--- config.mk ---
export PLATFORM = sky130hd
export DESIGN_NAME = aclink_tx_framer
export DESIGN_NICKNAME = d
export VERILOG_FILES = /design/src/rtl/aclink_tx_pkg.sv /design/src/rtl/aclink_frame_timer.sv /design/src/rtl/aclink_slot_buf.sv /design/src/rtl/aclink_frame_shifter.sv /design/src/rtl/aclink_tx_framer.sv
export SDC_FILE = /design/constraint.sdc
export NUM_CORES = 1
export LEC_CHECK = 0
export BUFFER_PORTS_ARGS = -buffer_cell sky130_fd_sc_hd__buf_2
export CAP_MARGIN = 25
export CORE_MARGIN = 8
export CORE_UTILIZATION = 55
export DETAILED_ROUTE_END_ITERATION = 7
export PLACE_DENSITY = 0.73
export SYNTH_ARGS = -nofsm -noshare
export SYNTH_HDL_FRONTEND = slang
export SYNTH_HIERARCHICAL = 1
export SYNTH_SLANG_ARGS = --single-unit
export TNS_END_PERCENT = 1
--- constraint.sdc ---
create_clock -name bit_clk -period 6.8 [get_ports bit_clk]
set_clock_uncertainty 0.05 [all_clocks]
set_input_delay 1.36 -clock bit_clk [delete_from_list [all_inputs] [get_ports bit_clk]]
set_output_delay 1.36 -clock bit_clk [all_outputs]
set_load 0.02 [all_outputs]
--- src/rtl/aclink_tx_pkg.sv ---
// Package: shared constants for the AC-link transmit framer.
// Assumes a tag slot followed by equal-width data slots, MSB first.
package aclink_tx_pkg;
    localparam int unsigned DEF_TAG_BITS   = 16;
    localparam int unsigned DEF_SLOT_BITS  = 20;
    localparam int unsigned DEF_SLOT_COUNT = 12;
    localparam int unsigned DEF_DATA_SLOTS = 4;
    localparam int unsigned DEF_BUS_BITS   = 32;

    // Larger of two widths; used to size the bit-position counter.
    function automatic int unsigned max_u(input int unsigned a, input int unsigned b);
        return (a > b) ? a : b;
    endfunction
endpackage

--- src/rtl/aclink_frame_timer.sv ---
// Module: frame timer. It tracks the current slot index and the bit position
// inside that slot, counting down from MSB to LSB, and flags the last bit of
// the frame.
// Assumes the slot index 0 is the tag slot and the rest hold SLOT_BITS each.
module aclink_frame_timer #(
    parameter int unsigned TAG_BITS   = 16,
    parameter int unsigned SLOT_BITS  = 20,
    parameter int unsigned SLOT_COUNT = 12,
    parameter int unsigned IDX_W      = 4,
    parameter int unsigned POS_W      = 5
) (
    input  logic             clk,
    input  logic             rst_n,
    output logic [IDX_W-1:0] slot_idx,
    output logic [POS_W-1:0] bit_pos,
    output logic             frame_last
);
    localparam int unsigned FRAME_LEN = TAG_BITS + SLOT_COUNT * SLOT_BITS;
    localparam int unsigned LEN_W     = $clog2(FRAME_LEN + 1);

    assign frame_last = (slot_idx == IDX_W'(SLOT_COUNT)) && (bit_pos == '0);

    // Step the bit position; at a slot's LSB move to the next slot or wrap.
    always_ff @(posedge clk) begin
        if (!rst_n) begin
            slot_idx <= '0;
            bit_pos  <= POS_W'(TAG_BITS - 1);
        end else if (bit_pos == '0) begin
            if (slot_idx == IDX_W'(SLOT_COUNT)) begin
                slot_idx <= '0;
                bit_pos  <= POS_W'(TAG_BITS - 1);
            end else begin
                slot_idx <= slot_idx + 1'b1;
                bit_pos  <= POS_W'(SLOT_BITS - 1);
            end
        end else begin
            bit_pos <= bit_pos - 1'b1;
        end
    end

    // Checker-only frame length counter: clocks since the current frame began.
    logic [LEN_W-1:0] len_cnt;
    always_ff @(posedge clk) begin
        if (!rst_n || frame_last) len_cnt <= '0;
        else                      len_cnt <= len_cnt + 1'b1;
    end

    assert_slot_range_R2: assert property (@(posedge clk) disable iff (!rst_n)
        slot_idx <= IDX_W'(SLOT_COUNT));
    assert_frame_len_R2: assert property (@(posedge clk) disable iff (!rst_n)
        frame_last |-> (len_cnt == LEN_W'(FRAME_LEN - 1)));
    assert_wrap_to_tag_R3: assert property (@(posedge clk) disable iff (!rst_n)
        frame_last |=> (slot_idx == '0) && (bit_pos == POS_W'(TAG_BITS - 1)));
endmodule

--- src/rtl/aclink_slot_buf.sv ---
// Module: one-word transmit buffer for a data slot, with its empty flag.
// It stores the low SLOT_BITS of a bus write. A consume pulse from the frame
// load sets the empty flag but keeps the word, so an underrun resends it.
// A write on the same edge as a consume wins the flag.
module aclink_slot_buf #(
    parameter int unsigned SLOT_BITS = 20,
    parameter int unsigned BUS_BITS  = 32
) (
    input  logic                 clk,
    input  logic                 rst_n,
    input  logic                 wr_en,
    input  logic [BUS_BITS-1:0]  wr_data,
    input  logic                 consume,
    output logic [SLOT_BITS-1:0] data_o,
    output logic                 empty_o
);
    // Hold the buffered word; only a write replaces it.
    always_ff @(posedge clk) begin
        if (!rst_n)     data_o <= '0;
        else if (wr_en) data_o <= wr_data[SLOT_BITS-1:0];
    end

    // Empty flag: cleared by a write, set when the frame takes the word.
    always_ff @(posedge clk) begin
        if (!rst_n)       empty_o <= 1'b1;
        else if (wr_en)   empty_o <= 1'b0;
        else if (consume) empty_o <= 1'b1;
    end

    assert_write_low_bits_R7: assert property (@(posedge clk) disable iff (!rst_n)
        wr_en |=> (data_o == $past(wr_data[SLOT_BITS-1:0])) && !empty_o);
    assert_consume_sets_empty_R8: assert property (@(posedge clk) disable iff (!rst_n)
        (consume && !wr_en) |=> empty_o);
    assert_stale_kept_R9: assert property (@(posedge clk) disable iff (!rst_n)
        !wr_en |=> $stable(data_o));
endmodule

--- src/rtl/aclink_frame_shifter.sv ---
// Module: frame content and serial output. At the frame's last bit it takes
// the requested slots' valid bits and buffer words into shadow registers. The
// next frame is then driven from those, one registered bit per clock.
// Assumes slot_idx/bit_pos come from the frame timer (slot 0 = tag).
module aclink_frame_shifter #(
    parameter int unsigned TAG_BITS   = 16,
    parameter int unsigned SLOT_BITS  = 20,
    parameter int unsigned DATA_SLOTS = 4,
    parameter int unsigned IDX_W      = 4,
    parameter int unsigned POS_W      = 5
) (
    input  logic                                 clk,
    input  logic                                 rst_n,
    input  logic [IDX_W-1:0]                     slot_idx,
    input  logic [POS_W-1:0]                     bit_pos,
    input  logic                                 frame_last,
    input  logic [DATA_SLOTS-1:0]                slot_req,
    input  logic [DATA_SLOTS-1:0][SLOT_BITS-1:0] buf_data,
    output logic                                 sdata_o,
    output logic                                 sync_o
);
    logic [DATA_SLOTS-1:0]                valid_q;
    logic [DATA_SLOTS-1:0][SLOT_BITS-1:0] shadow_q;
    logic                                 bit_nxt;

    // Latch which slots the coming frame carries.
    always_ff @(posedge clk) begin
        if (!rst_n)          valid_q <= '0;
        else if (frame_last) valid_q <= slot_req;
    end

    // One shadow word per data slot, loaded only when requested.
    for (genvar g = 0; g < DATA_SLOTS; g++) begin : g_shadow
        always_ff @(posedge clk) begin
            if (!rst_n)                        shadow_q[g] <= '0;
            else if (frame_last && slot_req[g]) shadow_q[g] <= buf_data[g];
        end
    end

    // Select the frame bit at the current slot and bit position.
    always_comb begin
        bit_nxt = 1'b0;
        if (slot_idx == '0) begin
            if (bit_pos == POS_W'(TAG_BITS - 1)) begin
                bit_nxt = |valid_q;
            end else begin
                for (int k = 0; k < DATA_SLOTS; k++) begin
                    if (bit_pos == POS_W'(TAG_BITS - 2 - k)) bit_nxt = valid_q[k];
                end
            end
        end else begin
            for (int k = 0; k < DATA_SLOTS; k++) begin
                if (slot_idx == IDX_W'(k + 1))
                    bit_nxt = valid_q[k] & shadow_q[k][bit_pos];
            end
        end
    end

    // Register the serial bit and the sync so both change on the clock edge.
    always_ff @(posedge clk) begin
        if (!rst_n) begin
            sdata_o <= 1'b0;
            sync_o  <= 1'b0;
        end else begin
            sdata_o <= bit_nxt;
            sync_o  <= (slot_idx == '0);
        end
    end

    assert_unused_slots_zero_R6: assert property (@(posedge clk) disable iff (!rst_n)
        (slot_idx > IDX_W'(DATA_SLOTS)) |=> !sdata_o);
    assert_sync_in_tag_R2: assert property (@(posedge clk) disable iff (!rst_n)
        (slot_idx == '0) |=> sync_o);
    assert_sync_off_data_R2: assert property (@(posedge clk) disable iff (!rst_n)
        (slot_idx != '0) |=> !sync_o);
    assert_frame_valid_tag_R4: assert property (@(posedge clk) disable iff (!rst_n)
        (slot_idx == '0 && bit_pos == POS_W'(TAG_BITS - 1)) |=> (sdata_o == |valid_q));
endmodule

--- src/rtl/aclink_tx_framer.sv ---
// Module: AC-link transmit frame serializer (top).
// It ties together the frame timer, one buffer per data slot, and the frame
// shifter. Everything runs on the codec bit clock; reset is synchronous and
// active low.
module aclink_tx_framer
    import aclink_tx_pkg::*;
#(
    parameter int unsigned TAG_BITS   = DEF_TAG_BITS,
    parameter int unsigned SLOT_BITS  = DEF_SLOT_BITS,
    parameter int unsigned SLOT_COUNT = DEF_SLOT_COUNT,
    parameter int unsigned DATA_SLOTS = DEF_DATA_SLOTS,
    parameter int unsigned BUS_BITS   = DEF_BUS_BITS
) (
    input  logic                  bit_clk,
    input  logic                  rst_n,
    input  logic [DATA_SLOTS-1:0] slot_req,
    input  logic [DATA_SLOTS-1:0] wr_en,
    input  logic [BUS_BITS-1:0]   wr_data,
    output logic                  sdata_out,
    output logic                  sync_out,
    output logic [DATA_SLOTS-1:0] buf_empty
);
    localparam int unsigned IDX_W = $clog2(SLOT_COUNT + 1);
    localparam int unsigned POS_W = $clog2(max_u(TAG_BITS, SLOT_BITS));

    logic [IDX_W-1:0]                     slot_idx;
    logic [POS_W-1:0]                     bit_pos;
    logic                                 frame_last;
    logic [DATA_SLOTS-1:0][SLOT_BITS-1:0] buf_data;

    aclink_frame_timer #(
        .TAG_BITS(TAG_BITS), .SLOT_BITS(SLOT_BITS), .SLOT_COUNT(SLOT_COUNT),
        .IDX_W(IDX_W), .POS_W(POS_W)
    ) timer_i (
        .clk(bit_clk), .rst_n(rst_n), .slot_idx(slot_idx),
        .bit_pos(bit_pos), .frame_last(frame_last)
    );

    for (genvar g = 0; g < DATA_SLOTS; g++) begin : g_buf
        aclink_slot_buf #(.SLOT_BITS(SLOT_BITS), .BUS_BITS(BUS_BITS)) buf_i (
            .clk(bit_clk), .rst_n(rst_n), .wr_en(wr_en[g]), .wr_data(wr_data),
            .consume(frame_last & slot_req[g]),
            .data_o(buf_data[g]), .empty_o(buf_empty[g])
        );
    end

    aclink_frame_shifter #(
        .TAG_BITS(TAG_BITS), .SLOT_BITS(SLOT_BITS), .DATA_SLOTS(DATA_SLOTS),
        .IDX_W(IDX_W), .POS_W(POS_W)
    ) shifter_i (
        .clk(bit_clk), .rst_n(rst_n), .slot_idx(slot_idx), .bit_pos(bit_pos),
        .frame_last(frame_last), .slot_req(slot_req), .buf_data(buf_data),
        .sdata_o(sdata_out), .sync_o(sync_out)
    );
endmodule

After elaboration in Yosys (flattened, before gate mapping) --
Index checks and enable logic that the tools add are counted.
Word-level totals: bits in registers 179, bits of input ports 42, output and inout bits 6, word-level logic and storage cells 79
Cells by class: add/subtract/negate cells 2, order comparisons 1, eq/ne operators 10, multiplexer cells 29, bitwise gates (word level) 8, reduce and logical (&&, ||, !) cells 12
Operators with widths (number):
- $eq 5x4->1 const B | 5
- $mux 1 | 22
- $bmux 1 s5 | 4
- $mux 5 | 2
- $and 1x1->1 | 8
- $eq 4x2->1 const B | 2
- $reduce_bool 2->1 | 4
- $lt 5x6->1 const B | 1
- $logic_and 1x1->1 | 5
- $logic_not 5->1 | 1
- $sub 5x1->5 const B | 1
- $add 4x1->4 const B | 1
- $eq 4x1->1 const B | 1
- $eq 4x3->1 const B | 1
- $eq 4x4->1 const B | 1
- $logic_not 4->1 | 1
- $mux 4 | 1
- $reduce_or 4->1 | 1

Longest topological paths before layout --
Gate-level depths: netlist (run 1).
word-level depth 8, gate-level depth with buffers 10, depth with buffers taken out 7

By module --
Netlist (run 1), hierarchy kept.
Modules (own cells, without submodules):
- aclink_frame_shifter | times used 1, cells an instance 451, area each 3963.8 um^2, seq. area each 1721.7 um^2
- aclink_slot_buf | times used 4, cells an instance 68, area each 813.3 um^2, seq. area each 420.4 um^2
- aclink_frame_timer | times used 1, cells an instance 47, area each 447.9 um^2, seq. area each 180.2 um^2
- aclink_tx_framer | times used 1, cells an instance 4, area each 25.0 um^2, seq. area each 0.0 um^2

Worst setup path after synthesis (run 1) --
No wires, ideal clock.
path kind register to register, start point reg timer_i.bit_pos[0], end point reg shifter_i/shadow_q[20] in the netlist's numbering, library setup time 0.076 ns, arrival time 2.230 ns, data required time 6.674 ns, slack 4.445 ns, stages on the path, launching flop included 11, buffers on the path 3, clock period less this slack 2.355 ns, path through dfxtp_1 -> inv_1 -> ha_1 -> or4b_1 -> buf_2 -> nor2_1 -> clkbuf_1 -> and2_1 -> clkbuf_1 -> nand2_1 -> a21boi_0
Between the ends: cells in the longest elaborated chain, start to end 3
RTL lines:
- start: declaration | RTL line aclink_frame_timer.sv:15 | output logic [POS_W-1:0] bit_pos,
- start signal: assignment | RTL line aclink_frame_timer.sv:27 | bit_pos <= POS_W'(TAG_BITS - 1);
- start signal: assignment | RTL line aclink_frame_timer.sv:31 | bit_pos <= POS_W'(TAG_BITS - 1);
- start signal: assignment | RTL line aclink_frame_timer.sv:34 | bit_pos <= POS_W'(SLOT_BITS - 1);
- $logic_not 5->1 | RTL line aclink_frame_timer.sv:21 | assign frame_last = (slot_idx == IDX_W'(SLOT_COUNT)) && (bit_pos == '0);
- $logic_and 1x1->1 | RTL line aclink_frame_timer.sv:21
- named net frame_last | RTL line aclink_tx_framer.sv:28 | logic frame_last;
- $logic_and 1x1->1 | RTL line aclink_frame_shifter.sv:36 | else if (frame_last && slot_req[g]) shadow_q[g] <= buf_data[g];
- end signal: indexed assignment | RTL line aclink_frame_shifter.sv:36
- end: declaration | RTL line aclink_frame_shifter.sv:23 | logic [DATA_SLOTS-1:0][SLOT_BITS-1:0] shadow_q;
The timed path passes the listed nets, and every way through them passes these cells. A chain may end at the register's enable or synchronous reset.

Final worst setup path (run 1) --
start point reg timer_i.bit_pos[1], end point reg shifter_i/shadow_q[43] in the netlist's numbering
Same word-level chain as after synthesis.

==> Flow_metrics.wiki, run 1 <==
{| class="wikitable"
! Metric !! Value
|-
| Via count of the first global-routing pass || 5,390
|-
| Worst slew slack as a fraction of its limit || 0.327
|-
| Pin count of the biggest net entering global routing || 143
|-
| Final cycle utilization of the critical path || 0.548
|-
| Final Hold Fails || 0
|-
| Startpoint of the lowest-slack register-to-register path || timer_i/bit_pos[1]$_SDFF_PP1_
|-
| CTS tree || built
|-
| Maximum fanout along the worst path || 30
|-
| CTS H-tree lvls || 4
|-
| Max capacitance violation total || 0
|-
| Ratio of cells with drive above 1 in the final layout || 0.119
|-
| Commonest non-fill, non-tap cells in the layout || dfxtp_1, nand2_1, mux2i_1, a21boi_0, nor2b_1
|-
| Switching power of the nets || 488 uW
|-
| Hold crit path type || reg -> reg
|-
| Critical path required time || 7.06 ns
|-
| Design Power || 2310 uW
|-
| DP HPWL || 10,800 um
|-
| Data arrival at the endpoint of the critical path || 3.99 ns
|-
| Most common library cell in the layout ignoring fill and taps || dfxtp_1
|-
| Clock slew at reported path FFs || 0.06 ns
|-
| Detailed Route WL || 16,800 um
|-
| Number of enable flip-flop cells after synthesis || 0
|-
| Initial standard-cell utilization of the core || 0.558
|-
| Count of TritonRoute iterations in the first routing pass || 5
|-
| Worst vdd ir || 0.145 mV
|-
| Sequential cell area fraction in the yosys report || 0.466
|-
| Final setup vio count || 0
|-
| Number of clock sinks || 179
|-
| Worst setup path end || shifter_i/shadow_q[43]$_SDFFE_PN0P_
|-
| Run status || finished clean
|-
| Netlist area before placement || 7690 um^2
|-
| Area used by multi-input combinational logic || 3700 um^2
|-
| Antenna-violating nets left || 0
|-
| Number of warnings reported in the yosys synthesis log || 6
|-
| Internal power of the cells || 1820 uW
|-
| Number of distinct library cells after synthesis || 46
|-
| Later-pin clock latency in the skew report || 0.43 ns
|-
| Pin slew with the least headroom to its limit || 1.01 ns
|-
| Syn_nets || 819
|-
| Gr usage total || 0.191
|-
| Reg-to-reg endpoint || shifter_i/shadow_q[43]$_SDFFE_PN0P_
|-
| Longest Clk Path Bufs || 2
|-
| Setup repair after global routing missed its margin || false
|-
| Final nets || 823
|-
| IO Port Bufs || 35
|-
| Die height || 134 um
|-
| First-pass GRT wire length || 27,300 um
|-
| Sequential power share || 0.475
|-
| Final number of max-transition violations || 0
|-
| Core area || 13,800 um^2
|-
| Inserted Diodes || 0
|-
| Vias after detailed routing || 5,380
|-
| Placer's final routability congestion estimate || 0.875
|-
| Critical Path Start || timer_i/bit_pos[1]$_SDFF_PP1_
|-
| Proportion of power drawn by the clock network || 0.463
|-
| Critical Path End Type || flip-flop
|-
| Die boundary width || 134 um
|-
| Average detailed-routed wire length per instance || 17.3 um
|-
| Global route total overflow || 0
|-
| I/O pins || 48
|-
| Number of CTS-inserted buffers || 17
|-
| Final core utilization || 0.611
|-
| Post-CTS setup buffers || 0
|-
| Synthesized instance count || 774
|-
| Post-route cell area || 8410 um^2
|-
| Time the final worst path needs with I/O delays and setup || 3.73 ns
|-
| Number of design-rule violations left by the first detailed-router iteration || 345
|-
| Mean instance size in the synthesized netlist || 9.94 um^2
|-
| CTS hold repair buffers || 0
|-
| FF+latch count, synth || 179
|-
| Post-cts gate resize count || 0
|-
| Worst setup SP type || flip-flop
|-
| Die outline area || 18,000 um^2
|-
| P&R area growth vs syn || 9.39%
|-
| Final-layout setup total negative slack || 0 ns
|-
| Area occupied by registers || 3580 um^2
|-
| Power density relative to cell area || 275 nW/um^2
|-
| Comb pwr share || 0.061
|-
| Register-to-register setup slack || 3.07 ns
|-
| Worst hold path depth || 2
|-
| Share of flip-flops with an asynchronous set or reset after synthesis || 0
|-
| Flip-flop cell with the highest count after synthesis || dfxtp_1
|-
| Initial antenna violation count || 0
|-
| Root buffer selected by CTS || clkbuf_16
|-
| Maximum clock frequency || 268 MHz
|-
| DRC || 0
|-
| Cell row count || 43
|-
| Switch share || 0.211
|-
| # fillers || 1,175
|-
| Worst setup path category || reg -> reg
|-
| Via-to-Cell Ratio || 5.54
|-
| Leakage Power || 0.00319 uW
|-
| Cell area reported after detailed placement || 7730 um^2
|-
| Worst reg2reg path depth || 8
|}
state kept, by name, indices dropped and copies added, names as in the netlist:
signal               count
shifter_i/valid_q        4
g_buf.buf_i/empty_o      4
shifter_i/sync_o         1
g_buf.buf_i/data_o      80
shifter_i/sdata_o        1
shifter_i/shadow_q      80
timer_i/slot_idx         4
timer_i/bit_pos          5
worst max-delay path, stage by stage, from the launching register on:
cell and delay [ns]:
dfxtp_1 0.30, buf_4 0.27, inv_1 0.13, ha_1 0.24, or4b_1 0.61, nor2_1 0.82, nand2_1 0.80, nand2_1 0.26
a21boi_0 0.12
final cells by class:
class | count | area share
Tap cell | 180 | 0.0268
Multi-Input combinational cell | 535 | 0.440
Clock buffer | 22 | 0.0564
Clock inverter | 10 | 0.0211
Sequential cell | 179 | 0.426
Timing Repair Buffer | 39 | 0.0271
Inverter | 6 | 0.00268
cell usage after synthesis, drive strengths merged (5+ instances only):
cell type,instances,area share
nand2,171,0.083
dfxtp,179,0.47
buf,19,0.033
nor4,5,0.0041
nand2b,6,0.0049
mux4,17,0.051
o21ai,9,0.0063
clkbuf,35,0.017
inv,6,0.0029
nor2,10,0.0049
and2,11,0.0089
nand3,7,0.0046
mux2i,86,0.11
nor2b,82,0.067
a21boi,87,0.085
power by group through the flow:
stage               Sequential (uW)  Clock, uW  Combinational, uW
finish                         1100       1070                142
global route                   1100       1130                154
CTS                            1100       1080                141
detailed placement             1120          0                140
global placement               1120          0                137
floorplan                      1120          0                112
through the flow:
step | cells | hold WS [ns] | setup WS (ns)
after CTS | 970 | 0.418 | 3.13
after global placement | 938 | 0.401 | 3.29
after floorplan | 774 | 0.368 | 4.44
after detailed placement | 938 | 0.409 | 3.16
final | 971 | 0.414 | 3.07
after global routing | 971 | 0.429 | 2.82
worst min-delay path by stage:
| stage | from | to | slack, ns |
|---|---|---|---|
| after floorplan | timer_i/bit_pos[0]$_SDFF_PP1_ | timer_i/bit_pos[0]$_SDFF_PP1_ | 0.37 |
| after global placement | g_buf[2].buf_i/data_o[19]$_SDFFE_PN0P_ | shifter_i/shadow_q[59]$_SDFFE_PN0P_ | 0.40 |
| after CTS | shifter_i/shadow_q[6]$_SDFFE_PN0P_ | shifter_i/shadow_q[6]$_SDFFE_PN0P_ | 0.42 |
| final | shifter_i/shadow_q[78]$_SDFFE_PN0P_ | shifter_i/shadow_q[78]$_SDFFE_PN0P_ | 0.41 |
| after global routing | shifter_i/shadow_q[38]$_SDFFE_PN0P_ | shifter_i/shadow_q[38]$_SDFFE_PN0P_ | 0.43 |
| after detailed placement | shifter_i/shadow_q[6]$_SDFFE_PN0P_ | shifter_i/shadow_q[6]$_SDFFE_PN0P_ | 0.41 |
cell families (layout without fill, tap and decap cells):
logic type      Yosys count  in the layout  synth area share
compound gates          115            115             0.111
xor+xnor                  2              2           0.00228
fa+ha+maj                 3              3           0.00488
buf+inv                  60             77            0.0527
flops                   179            179             0.466
mux                     107            107             0.169
simple gates            308            308             0.194
layer usage:
layer | share of wire | global-route usage | wire, um
met1 | 0.46 | 0.238 | 7790
met3 | 0.037 | 0.0374 | 613
met4 | 0.018 | 0.0780 | 301
met5 | 0 | 0 | 0
met2 | 0.48 | 0.318 | 8060
(Power assumes the default switching activity.)
==> inputs of run 2 (changes only) <==
clock period = 3.7 ns   (was 6.8 ns; I/O delays follow)
==> run 2 against run 1 <==
Largest cell class unchanged. Combinational power is 81% higher. Largest power group unchanged. Setup slack worse by 2.3 ns. First-iteration DRC count is 2.0% lower. Clock power is 60% higher. Cell count is 0.21% higher.
==> Flow_metrics.wiki, run 2 (same netlist as run 1, synthesis figures left out) <==
{| class="wikitable"
! Metric !! Value
|-
| Run status || finished clean
|-
| Number of CTS-inserted buffers || 17
|-
| Average detailed-routed wire length per instance || 16.7 um
|-
| Root buffer selected by CTS || clkbuf_16
|-
| Setup repair after global routing missed its margin || false
|-
| Final setup vio count || 0
|-
| Initial standard-cell utilization of the core || 0.558
|-
| Worst hold path depth || 2
|-
| Pin count of the biggest net entering global routing || 69
|-
| Die height || 134 um
|-
| Global-route track usage on met1 || 0.240
|-
| Count of TritonRoute iterations in the first routing pass || 5
|-
| Met2 track demand over resource in global routing || 0.303
|-
| Final cycle utilization of the critical path || 0.780
|-
| Global-route met3 utilization || 0.0344
|-
| Registers with the highest flip-flop counts || g_buf.buf_i/data_o: 80 flops, shifter_i/shadow_q: 80 flops, timer_i/bit_pos: 5 flops
|-
| Register-to-register setup slack || 0.81 ns
|-
| Layer with the highest usage || met2
|-
| Maximum clock frequency || 346 MHz
|-
| Via count of the first global-routing pass || 5,429
|-
| Gr usage total || 0.187
|-
| Time the final worst path needs with I/O delays and setup || 2.89 ns
|-
| Final nets || 826
|-
| Reg-to-reg endpoint || shifter_i/shadow_q[50]$_SDFFE_PN0P_
|-
| Via-to-Cell Ratio || 5.51
|-
| Post-CTS setup buffers || 0
|-
| P&R area growth vs syn || 8.22%
|-
| Vias after detailed routing || 5,359
|-
| Data arrival at the endpoint of the critical path || 3.18 ns
|-
| Worst slew slack as a fraction of its limit || 0.415
|-
| Hold EP || shifter_i/shadow_q[39]$_SDFFE_PN0P_
|-
| Core area || 13,800 um^2
|-
| Max capacitance violation total || 0
|-
| Die boundary width || 134 um
|-
| IO Port Bufs || 35
|-
| Final-layout setup total negative slack || 0 ns
|-
| Post-cts gate resize count || 0
|-
| Critical Path End Type || flip-flop
|-
| Longest Clk Path Bufs || 2
|-
| Cells along the critical path || or4b_1 -> nor2_1 -> buf_4 -> and2_1 -> nand2_1 -> a21boi_0
|-
| Worst reg2reg path depth || 6
|-
| Most common library cell in the layout ignoring fill and taps || dfxtp_1
|-
| Ratio of cells with drive above 1 in the final layout || 0.121
|-
| CTS tree || built
|-
| Worst setup path category || reg -> reg
|-
| Placer's final routability congestion estimate || 0.908
|-
| Number of clock sinks || 179
|-
| Maximum fanout along the worst path || 20
|-
| Final number of max-transition violations || 0
|-
| Pin slew with the least headroom to its limit || 0.876 ns
|-
| Commonest non-fill, non-tap cells in the layout || dfxtp_1, nand2_1, mux2i_1, a21boi_0, nor2b_1
|-
| Placed cells || 942
|-
| CTS H-tree lvls || 4
|-
| Detailed Route WL || 16,300 um
|-
| Power density relative to cell area || 479 nW/um^2
|-
| Clock slew at reported path FFs || 0.06 ns
|-
| Number of design-rule violations left by the first detailed-router iteration || 338
|-
| Worst vdd ir || 0.323 mV
|-
| First-pass GRT wire length || 27,000 um
|-
| Cell Count, Final, Fillers Out || 973
|-
| Leakage Power || 0.00315 uW
|-
| Antenna-violating nets left || 0
|-
| Final Hold Fails || 0
|-
| Later-pin clock latency in the skew report || 0.43 ns
|-
| Critical path required time || 4.00 ns
|-
| Library cell contributing the largest single delay on the critical path || or4b_1
|-
| CTS hold repair buffers || 0
|-
| Startpoint of the lowest-slack register-to-register path || timer_i/bit_pos[2]$_SDFF_PN1_
|-
| Worst min-delay path startpoint || shifter_i/shadow_q[39]$_SDFFE_PN0P_
|-
| DRC || 0
|-
| DP HPWL || 10,600 um
|-
| Cell row count || 43
|-
| Inserted Diodes || 0
|-
| Die outline area || 18,000 um^2
|-
| Worst hold slack || 0.411 ns
|-
| Largest incremental delay on the critical path || 0.77 ns
|-
| Hold crit path type || reg -> reg
|-
| Initial antenna violation count || 0
|-
| Global route total overflow || 0
|-
| I/O pins || 48
|-
| Worst setup SP type || flip-flop
|}
## run 2: changes by cell type in the layout (fill, tap and decap cells not counted), sizes merged
| cell | delta |
|---|---|
| clkbuf | -2 |
| clkinv | +2 |
| bufinv | -3 |
| buf | +3 |
| clkinvlp | +2 |
## run 2: through the flow
stage / utilization / power, uW / setup slack, ns / cell area, um^2
detailed placement: 0.564 / 2320 / 0.834 / 7760
finish: 0.604 / 3990 / 0.814 / 8320
floorplan: - / 2260 / 1.34 / 7690
global placement: 0.564 / 2310 / 0.941 / 7760
CTS: 0.604 / 4010 / 0.831 / 8320
global route: 0.604 / 4130 / 0.617 / 8320
## run 2: worst max path at each step
| stage | start | end | slack [ns] | depth (start not counted) |
|---|---|---|---|---|
| final | timer_i/bit_pos[2]$_SDFF_PN1_ | shifter_i/shadow_q[50]$_SDFFE_PN0P_ | 0.81 | 6 |
| after global routing | timer_i/bit_pos[2]$_SDFF_PN1_ | shifter_i/shadow_q[41]$_SDFFE_PN0P_ | 0.62 | 6 |
| after CTS | timer_i/bit_pos[2]$_SDFF_PN1_ | shifter_i/shadow_q[50]$_SDFFE_PN0P_ | 0.83 | 6 |
| after detailed placement | timer_i/bit_pos[2]$_SDFF_PN1_ | shifter_i/shadow_q[50]$_SDFFE_PN0P_ | 0.83 | 6 |
| after global placement | timer_i/bit_pos[2]$_SDFF_PN1_ | shifter_i/shadow_q[46]$_SDFFE_PN0P_ | 0.94 | 6 |
| after floorplan | timer_i/bit_pos[0]$_SDFF_PP1_ | shifter_i/shadow_q[28]$_SDFFE_PN0P_ | 1.34 | 10 |
## run 2: worst max-delay path: cells and delay by family, from the launching register on
family          cells  cell delay, ns
compound gates      1            0.21
flops               1            0.59
simple gates        4            1.75
buf+inv             1            0.21
## run 2: cell type report
| cell class | instances | area, um^2 |
|---|---|---|
| Multi-Input combinational cell | 535 | 3700 |
| Timing Repair Buffer | 42 | 230 |
| Clock buffer | 20 | 447 |
| Tap cell | 180 | 225 |
| Fill cell | 1187 | 5450 |
| Sequential cell | 179 | 3580 |
| Inverter | 6 | 22.5 |
| Clock inverter | 11 | 113 |
## run 2: report_power, final
| part | internal, uW | switching, uW | total, uW |
|---|---|---|---|
| Clock | 1000 | 713 | 1710 |
| Combinational | 118 | 140 | 257 |
| Sequential | 1990 | 34.5 | 2020 |
| Total | 3100 | 887 | 3990 |
## run 2: per-layer routing
layer,up-vias,wire length [um]
met5,-,0
met4,0,304
met3,29,515
met2,109,7750
met1,2599,7700
li1,2622,-
